`config.mk`:
```
export PLATFORM = sky130hd
export DESIGN_NAME = ldst_port_monitor
export DESIGN_NICKNAME = d
export VERILOG_FILES = /design/src/rtl/ldst_mon_pkg.sv /design/src/rtl/ldst_mon_fsm.sv /design/src/rtl/ldst_mon_addr_hold.sv /design/src/rtl/ldst_mon_err_latch.sv /design/src/rtl/ldst_port_monitor.sv
export SDC_FILE = /design/constraint.sdc
export NUM_CORES = 1
export LEC_CHECK = 0
export BUFFER_PORTS_ARGS = -buffer_cell sky130_fd_sc_hd__buf_2
export CORE_UTILIZATION = 59
export DETAILED_ROUTE_END_ITERATION = 6
export GPL_ROUTABILITY_DRIVEN = 0
export PLACE_DENSITY = 0.82
export SLEW_MARGIN = 10
export SYNTH_ARGS = -nofsm -noshare
export SYNTH_HDL_FRONTEND = slang
export SYNTH_HIERARCHICAL = 1
export SYNTH_SLANG_ARGS = --single-unit
```
`constraint.sdc`:
```
create_clock -name clk -period 4.6 [get_ports clk]
set_input_delay 0.69 -clock clk [delete_from_list [all_inputs] [get_ports clk]]
set_output_delay 0.69 -clock clk [all_outputs]
set_load 0.03 [all_outputs]
```
`src/rtl/ldst_mon_pkg.sv`:
```
package ldst_mon_pkg;

    localparam int unsigned NUM_CODES = 6;
    localparam int unsigned CODE_W    = $clog2(NUM_CODES + 1);

    typedef enum logic [2:0] {
        MS_IDLE     = 3'd0,
        MS_LD_WAIT  = 3'd1,
        MS_LD_ACKED = 3'd2,
        MS_ST_WAIT  = 3'd3,
        MS_ST_ACKED = 3'd4,
        MS_ST_DRAIN = 3'd5
    } mon_state_e;

    // Bit i of a violation vector stands for code i+1.
    localparam int unsigned V_OVERLAP  = 0;
    localparam int unsigned V_DUAL     = 1;
    localparam int unsigned V_ADDR_MOV = 2;
    localparam int unsigned V_PULSE    = 3;
    localparam int unsigned V_BUSY     = 4;
    localparam int unsigned V_EARLY_WR = 5;

endpackage

```
`src/rtl/ldst_mon_fsm.sv`:
```
module ldst_mon_fsm
    import ldst_mon_pkg::*;
(
    input  logic                 clk,
    input  logic                 rst_n,
    input  logic                 req_ld,
    input  logic                 req_st,
    input  logic                 busy,
    input  logic                 addr_ack,
    input  logic                 addr_fault,
    input  logic                 rd_vld,
    input  logic                 wr_vld,
    input  logic                 abort,
    output mon_state_e           state_q,
    output logic                 in_txn,
    output logic                 start,
    output logic [NUM_CODES-1:0] viol
);

    mon_state_e state_d;
    logic       ends;

    // State register
    always_ff @(posedge clk or negedge rst_n) begin
        if (!rst_n) state_q <= MS_IDLE;
        else        state_q <= state_d;
    end

    assign start  = req_ld | req_st;
    assign in_txn = (state_q == MS_LD_WAIT) || (state_q == MS_LD_ACKED) ||
                    (state_q == MS_ST_WAIT) || (state_q == MS_ST_ACKED);

    // Next state and violation decode
    always_comb begin
        state_d = state_q;
        viol    = '0;
        ends    = 1'b0;

        viol[V_OVERLAP] = start & busy;
        viol[V_DUAL]    = req_ld & req_st;

        unique case (state_q)
            MS_IDLE: begin
                if (busy) viol[V_BUSY] = 1'b1;
                if (addr_ack | addr_fault | rd_vld) viol[V_PULSE] = 1'b1;
                if (wr_vld) viol[V_EARLY_WR] = 1'b1;
            end
            MS_LD_WAIT: begin
                if (addr_ack & addr_fault) viol[V_PULSE] = 1'b1;
                if (rd_vld) viol[V_PULSE] = 1'b1;
                if (wr_vld) viol[V_EARLY_WR] = 1'b1;
                if (addr_fault) begin
                    if (busy) viol[V_BUSY] = 1'b1;
                    ends = 1'b1;
                end else begin
                    if (!busy) viol[V_BUSY] = 1'b1;
                    if (addr_ack) state_d = MS_LD_ACKED;
                end
            end
            MS_LD_ACKED: begin
                if (addr_ack | addr_fault) viol[V_PULSE] = 1'b1;
                if (wr_vld) viol[V_EARLY_WR] = 1'b1;
                if (rd_vld) begin
                    if (busy) viol[V_BUSY] = 1'b1;
                    ends = 1'b1;
                end else if (!busy) begin
                    viol[V_BUSY] = 1'b1;
                end
            end
            MS_ST_WAIT: begin
                if (addr_ack & addr_fault) viol[V_PULSE] = 1'b1;
                if (rd_vld) viol[V_PULSE] = 1'b1;
                if (wr_vld) viol[V_EARLY_WR] = 1'b1;
                if (addr_fault) begin
                    if (busy) viol[V_BUSY] = 1'b1;
                    ends = 1'b1;
                end else begin
                    if (!busy) viol[V_BUSY] = 1'b1;
                    if (addr_ack) state_d = MS_ST_ACKED;
                end
            end
            MS_ST_ACKED: begin
                if (addr_ack | addr_fault | rd_vld) viol[V_PULSE] = 1'b1;
                if (!busy) viol[V_BUSY] = 1'b1;
                if (wr_vld) state_d = MS_ST_DRAIN;
            end
            MS_ST_DRAIN: begin
                if (busy) viol[V_BUSY] = 1'b1;
                if (addr_ack | addr_fault | rd_vld | wr_vld) viol[V_PULSE] = 1'b1;
                ends = 1'b1;
            end
            default: begin
                ends = 1'b1;
            end
        endcase

        if (ends) state_d = MS_IDLE;
        if (req_ld)      state_d = MS_LD_WAIT;
        else if (req_st) state_d = MS_ST_WAIT;

        if (abort) begin
            state_d = MS_IDLE;
            viol    = '0;
        end
    end

endmodule

```
`src/rtl/ldst_mon_addr_hold.sv`:
```
module ldst_mon_addr_hold #(
    parameter int unsigned ADDR_W = 48,
    parameter int unsigned LEN_W  = 4
) (
    input  logic              clk,
    input  logic              rst_n,
    input  logic              in_txn,
    input  logic              start,
    input  logic              busy,
    input  logic              abort,
    input  logic              addr_vld,
    input  logic [ADDR_W-1:0] addr,
    input  logic [LEN_W-1:0]  xfer_len,
    output logic              moved
);

    localparam int unsigned SNAP_W = ADDR_W + LEN_W;

    logic              held_q;
    logic [SNAP_W-1:0] snap_q;
    logic [SNAP_W-1:0] live;

    assign live = {xfer_len, addr};

    always_ff @(posedge clk or negedge rst_n) begin
        if (!rst_n) begin
            held_q <= 1'b0;
            snap_q <= '0;
        end else if (abort || start || !in_txn) begin
            held_q <= 1'b0;
        end else if (addr_vld && !held_q) begin
            held_q <= 1'b1;
            snap_q <= live;
        end
    end

    assign moved = !abort && in_txn && held_q && busy &&
                   (!addr_vld || (live != snap_q));

endmodule

```
`src/rtl/ldst_mon_err_latch.sv`:
```
module ldst_mon_err_latch
    import ldst_mon_pkg::*;
(
    input  logic                 clk,
    input  logic                 rst_n,
    input  logic [NUM_CODES-1:0] viol,
    output logic                 err_flag,
    output logic [CODE_W-1:0]    err_code
);

    logic [CODE_W-1:0] pick;

    // Lowest code wins
    always_comb begin
        pick = '0;
        for (int i = NUM_CODES - 1; i >= 0; i--) begin
            if (viol[i]) pick = CODE_W'(i + 1);
        end
    end

    always_ff @(posedge clk or negedge rst_n) begin
        if (!rst_n) begin
            err_flag <= 1'b0;
            err_code <= '0;
        end else if (!err_flag && (viol != '0)) begin
            err_flag <= 1'b1;
            err_code <= pick;
        end
    end

endmodule

```
`src/rtl/ldst_port_monitor.sv`:
```
module ldst_port_monitor
    import ldst_mon_pkg::*;
#(
    parameter int unsigned ADDR_W = 48,
    parameter int unsigned LEN_W  = 4
) (
    input  logic              clk,
    input  logic              rst_n,
    input  logic              req_ld,
    input  logic              req_st,
    input  logic [LEN_W-1:0]  xfer_len,
    input  logic [ADDR_W-1:0] addr,
    input  logic              addr_vld,
    input  logic              busy,
    input  logic              addr_ack,
    input  logic              addr_fault,
    input  logic              rd_vld,
    input  logic              wr_vld,
    input  logic              abort,
    output logic              err_flag,
    output logic [2:0]        err_code
);

    mon_state_e           state_q;
    logic                 in_txn;
    logic                 start;
    logic                 moved;
    logic [NUM_CODES-1:0] fsm_viol;
    logic [NUM_CODES-1:0] all_viol;

    ldst_mon_fsm u_fsm (
        .clk        (clk),
        .rst_n      (rst_n),
        .req_ld     (req_ld),
        .req_st     (req_st),
        .busy       (busy),
        .addr_ack   (addr_ack),
        .addr_fault (addr_fault),
        .rd_vld     (rd_vld),
        .wr_vld     (wr_vld),
        .abort      (abort),
        .state_q    (state_q),
        .in_txn     (in_txn),
        .start      (start),
        .viol       (fsm_viol)
    );

    ldst_mon_addr_hold #(
        .ADDR_W (ADDR_W),
        .LEN_W  (LEN_W)
    ) u_hold (
        .clk      (clk),
        .rst_n    (rst_n),
        .in_txn   (in_txn),
        .start    (start),
        .busy     (busy),
        .abort    (abort),
        .addr_vld (addr_vld),
        .addr     (addr),
        .xfer_len (xfer_len),
        .moved    (moved)
    );

    always_comb begin
        all_viol             = fsm_viol;
        all_viol[V_ADDR_MOV] = moved;
    end

    ldst_mon_err_latch u_err (
        .clk      (clk),
        .rst_n    (rst_n),
        .viol     (all_viol),
        .err_flag (err_flag),
        .err_code (err_code)
    );

endmodule

```
# After elaboration in Yosys (flattened, before gate mapping)
# Index checks and enable logic that the tools add are counted.
[word_totals]
word_cells = 84
in_bits = 63
ff_bits = 60
output_inout_bits = 4
[classes]
muxes = 34
reduce_logical = 26
bitwise = 8
eq_ne = 11
[ops]
columns = ["operator", "n"]
rows = [
  ["inequality test 52 bit", 1],
  ["two-way mux 3 bit", 15],
  ["inequality test 6 x 5 -> 1 bit (second input constant)", 5],
  ["two-way mux 1 bit", 15],
  ["case mux 2 bit (5 select lines)", 1],
  ["case mux 3 bit (3 select lines)", 1],
  ["nonzero test 7 bit", 1],
  ["== test 3 x 2 -> 1 bit (second input constant)", 2],
  ["== test 3 bit (second input constant)", 2],
  ["logical AND 1 bit", 6],
  ["logical OR 1 bit", 6],
  ["two-way mux 6 bit", 1],
  ["AND reduction 6 bit", 1],
  ["nonzero test 6 bit", 1],
  ["zero test 1 bit", 5],
  ["OR 1 bit", 4],
  ["OR reduction 2 bit", 2],
  ["OR reduction 4 bit", 1],
  ["bitwise AND 1 bit", 3],
  ["== test 3 x 1 -> 1 bit (second input constant)", 1],
  ["zero test 3 bit", 1],
  ["case mux 1 bit (3 select lines)", 1],
  ["AND reduction 2 bit", 1],
  ["nonzero test 2 bit", 1],
  ["NOT 1 bit", 1],
]

# Logic depth before layout (Yosys ltp)
[logic_depth]
depth_word = 12
depth_mapped = 9
depth_no_buf = 9

# Modules after synthesis
# The synthesis kept the hierarchy.
[modules_own_cells]
columns = ["module", "area_each_um2", "seq_area_each_um2", "cells_each", "n_inst"]
rows = [
  ["ldst_mon_addr_hold", 2581.2, 1326.3, 189, 1],
  ["ldst_mon_fsm", 371.6, 75.1, 52, 1],
  ["ldst_mon_err_latch", 210.2, 100.1, 22, 1],
]

# Least setup slack after synthesis
# Ideal clock, no wire load.
[synth_timing]
path_kind = "input to register"
startpoint = "in addr[9]"
endpoint = "reg u_err.err_code[0]"
arrival_ns = 2.163
required_time_ns = 4.472
stages = 9
n_path_buf = 0
setup_ns = 0.128
slack_ns = 2.309
cell_sequence = "inv_1 o22ai_1 or4_1 nor4_1 a21oi_1 nor3_2 a21oi_1 nor2_1 a21oi_1"
[synth_between]
elab_chain_cells = 6
elab_cells_between_ends = 8
cone_classes = "eq/ne (1); mux (3); reduce/logical (4)"
[synth_lines]
columns = ["item", "line", "text"]
rows = [
  ["from (decl)", "ldst_port_monitor.sv:12", "input logic [ADDR_W-1:0] addr,"],
  ["inequality test 52 bit (*)", "ldst_mon_addr_hold.sv:38", "(!addr_vld || (live != snap_q));"],
  ["logical OR 1 bit (*)", "ldst_mon_addr_hold.sv:38", ""],
  ["logical AND 1 bit (*)", "ldst_mon_addr_hold.sv:37", "assign moved = !abort && in_txn && held_q && busy &&"],
  ["named net moved", "ldst_port_monitor.sv:27", "logic moved;"],
  ["two-way mux 3 bit (3 in series)", "ldst_mon_err_latch.sv:17", "if (viol[i]) pick = CODE_W'(i + 1);"],
  ["to (signal assigned)", "ldst_mon_err_latch.sv:27", "err_code <= pick;"],
  ["to (decl)", "ldst_mon_err_latch.sv:8", "output logic [CODE_W-1:0] err_code"],
]
# The timed path passes the listed nets; every way through them passes the cells marked *.
# A chain may end at the register's enable or synchronous reset.

# Worst setup path in the final report
[layout_timing]
startpoint = "reg u_fsm.state_q[0]"
endpoint = "reg u_hold.snap_q[14]"
[layout_between]
elab_chain_cells = 8
elab_cells_between_ends = 11
cone_classes = "eq/ne (4); bitwise (1); reduce/logical (6)"
[layout_lines]
columns = ["item", "line", "text"]
rows = [
  ["from (decl)", "ldst_mon_fsm.sv:14", "output mon_state_e state_q,"],
  ["from (signal assigned)", "ldst_mon_fsm.sv:26", "else state_q <= state_d;"],
  ["== test 3 x 1 -> 1 bit / == test 3 x 2 -> 1 bit (equally long branches)", "ldst_mon_fsm.sv:30", "assign in_txn = (state_q == MS_LD_WAIT) || (state_q == MS_LD_ACKED) ||"],
  ["logical OR 1 bit (2 in series)", "ldst_mon_fsm.sv:30", ""],
  ["logical OR 1 bit (*)", "ldst_mon_fsm.sv:31", "(state_q == MS_ST_WAIT) || (state_q == MS_ST_ACKED);"],
  ["named net in_txn", "ldst_port_monitor.sv:25", "logic in_txn;"],
  ["zero test 1 bit (*)", "ldst_mon_addr_hold.sv:29", "end else if (abort || start || !in_txn) begin"],
  ["logical OR 1 bit (*)", "ldst_mon_addr_hold.sv:29", ""],
  ["NOT 1 bit (no line) (*)", "n/a", ""],
  ["AND reduction 2 bit (no line) (*)", "n/a", ""],
  ["to (signal assigned)", "ldst_mon_addr_hold.sv:33", "snap_q <= live;"],
  ["to (decl)", "ldst_mon_addr_hold.sv:20", "logic [SNAP_W-1:0] snap_q;"],
]
# Marks and branches as above.

==> qor.yml <==
finalNonFillerCells: 406
cp.arrival_ns: 2.84
grt_usage: 0.245
worst_pin_slew_ns: 0.754
fillers: 380
start_util: 0.613
start_kind: "flop"
outcome: "finished, final reports clean"
yosys_warnings: 6
grt_overflow_total: 0
p_leak_nw: 1.73
drive_gt1_frac: 0.420
pre_cts_ws_ns: 1.83
die_x_um: 75.1
final_core_util: 0.735
timing.hold.ws_ns: 0.499
synthCells: 261
cts_resized: 0
fin_crit_sh: 0.570
row_count: 26
rsz0062_at_grt: "no"
fin_nets: 394
syn_avg_cell_area_um2: 12.1
finalWirelength_mm: 6.29
endpoint_kind: "flop"
grt_max_degree: 61
first_pass_iters: 4
syn_to_final_growth_pct: 19.9
port_buffers: 66
finalWorstSetupSlack_ns: 1.98
cp_slowest_cell: "dfrtp_1"
grt_pass1_wl_mm: 9.92
hpwl_mm: 4.25
worstSetupPathType: "reg -> reg"
synth_nets: 324
final_max_slew_viol_count: 0
dieArea_mm2: 0.00564
cts_tree: "built"
grt_pass1_vias: 2181
dp.cells: 390
setup_tns_ns: 0
drt-initial-drc-count: 105
multi_input_area_mm2: 0.00155
reg2reg_slack_ns: 1.98
clk_pin_slew_worst_paths_ns: 0.07
clk-insertion-delay-late_ns: 0.33
ant_nets: 0
hold_violations: 0
avgRoutedWirePerCell_um: 15.5
cp_max_fo: 32
via_count: 2251
n_antenna_cell: 0
ctsHoldBuffers: 0
cap_violations: 0
cts_buffers: 9
peakVddDrop_uv: 431
hold_path_class: "in -> async"
route.detailed.drc: 0
root_buffer: "clkbuf_8"
path_cells: "nor2_1, xnor2_1, nor3b_2, nand3b_2, buf_4, mux2_2"
antenna_found_initial: 0
io_pins: 67
post_cts_buffers: 0
htreeDepth: 3
cts_sinks: 60
viasPerCell: 5.54
cp.required_ns: 4.82
register_area_mm2: 0.00150
max_freq_mhz: 381
setup_violations: 0
core_mm2: 0.00514
period_minus_slack_ns: 2.62
slew_headroom: 0.498
critical-path-max-stage-delay_ns: 0.51
clockBufferDepth: 2
syn-cell-area_mm2: 0.00315
fin_skew_ns: 0.00583
die-height_um: 75.1
cellPowerDensity_mw_per_mm2: 463
stage by stage:
stage	power (W)	cell area [um2]
6_report	0.00175	3780
3_3_place_gp	0.00109	3510
2_1_floorplan	0.00100	3150
4_1_cts	0.00176	3780
5_1_grt	0.00183	3780
3_5_place_dp	0.00111	3510
state kept, by name (all words and copies together), names as in the netlist:
name / count
u_err/err_code: 3
u_err/err_flag: 1
u_fsm/state_q: 3
u_hold/held_q: 1
u_hold/snap_q: 52
final cells by class:
| class | instances | share of cell area |
|---|---|---|
| Clock buffer | 10 | 0.0364 |
| Clock inverter | 6 | 0.0357 |
| Inverter | 7 | 0.00695 |
| Multi-Input combinational cell | 185 | 0.409 |
| Sequential cell | 60 | 0.397 |
| Tap cell | 70 | 0.0232 |
| Timing Repair Buffer | 68 | 0.0914 |
critical path, delay by kind of cell, from the launching register on:
family / cells / cell delay, ns
AND/OR/NAND/NOR: 3 / 1.00
flip-flops: 1 / 0.51
buffers and inverters: 1 / 0.46
multiplexers: 1 / 0.33
XOR/XNOR: 1 / 0.17
cell usage in the layout, fill, tap and decap left out, drive strengths merged:
cell type / instances
o21a: 1
a221oi: 1
nand2b: 1
inv: 7
a21oi: 6
bufinv: 4
buf: 68
mux2: 51
o22a: 2
a222oi: 1
nor4: 10
nor3b: 4
nand4: 5
or2: 1
a32oi: 1
clkinvlp: 2
o21ai: 6
nand3: 1
o22ai: 1
nor2: 13
or4: 1
a2111oi: 3
a21o: 2
nor4b: 1
nor3: 7
nand4b: 1
nand2: 6
dfrtp: 60
xor2: 35
xnor2: 17
a211oi: 4
nand3b: 2
nor2b: 1
clkbuf: 10
routing by layer:
| metal | vias to the layer above | wire length [um] | track usage |
|---|---|---|---|
| met5 | - | 0 | 0 |
| met4 | 0 | 153 | 0.105 |
| met3 | 17 | 318 | 0.0683 |
| met2 | 70 | 3120 | 0.410 |
| met1 | 1091 | 2700 | 0.300 |
| li1 | 1073 | - | - |
where the power goes:
group	switching [W]	leakage, nW	internal (W)
combinational	0.000152	0.865	0.000206
clock	0.000212	0.129	0.000429
sequential	0.0000917	0.738	0.000661
total	0.000455	1.73	0.00130
path summary, 6_finish.rpt:
path | start | endpoint | cells past startpoint
setup / recovery | u_fsm/state_q[0] | u_hold/snap_q[14] | 6
hold / removal | rst_n | u_hold/snap_q[35] | 2
setup reg to reg | u_fsm/state_q[0] | u_hold/snap_q[14] | 6
hold reg to reg | u_err/err_code[2] | u_err/err_code[2] | 1
max in group asynchronous | rst_n | u_hold/snap_q[49] | 2
min in group clk | u_err/err_code[2] | u_err/err_code[2] | 1
Power figures use the tool's default switching activity.
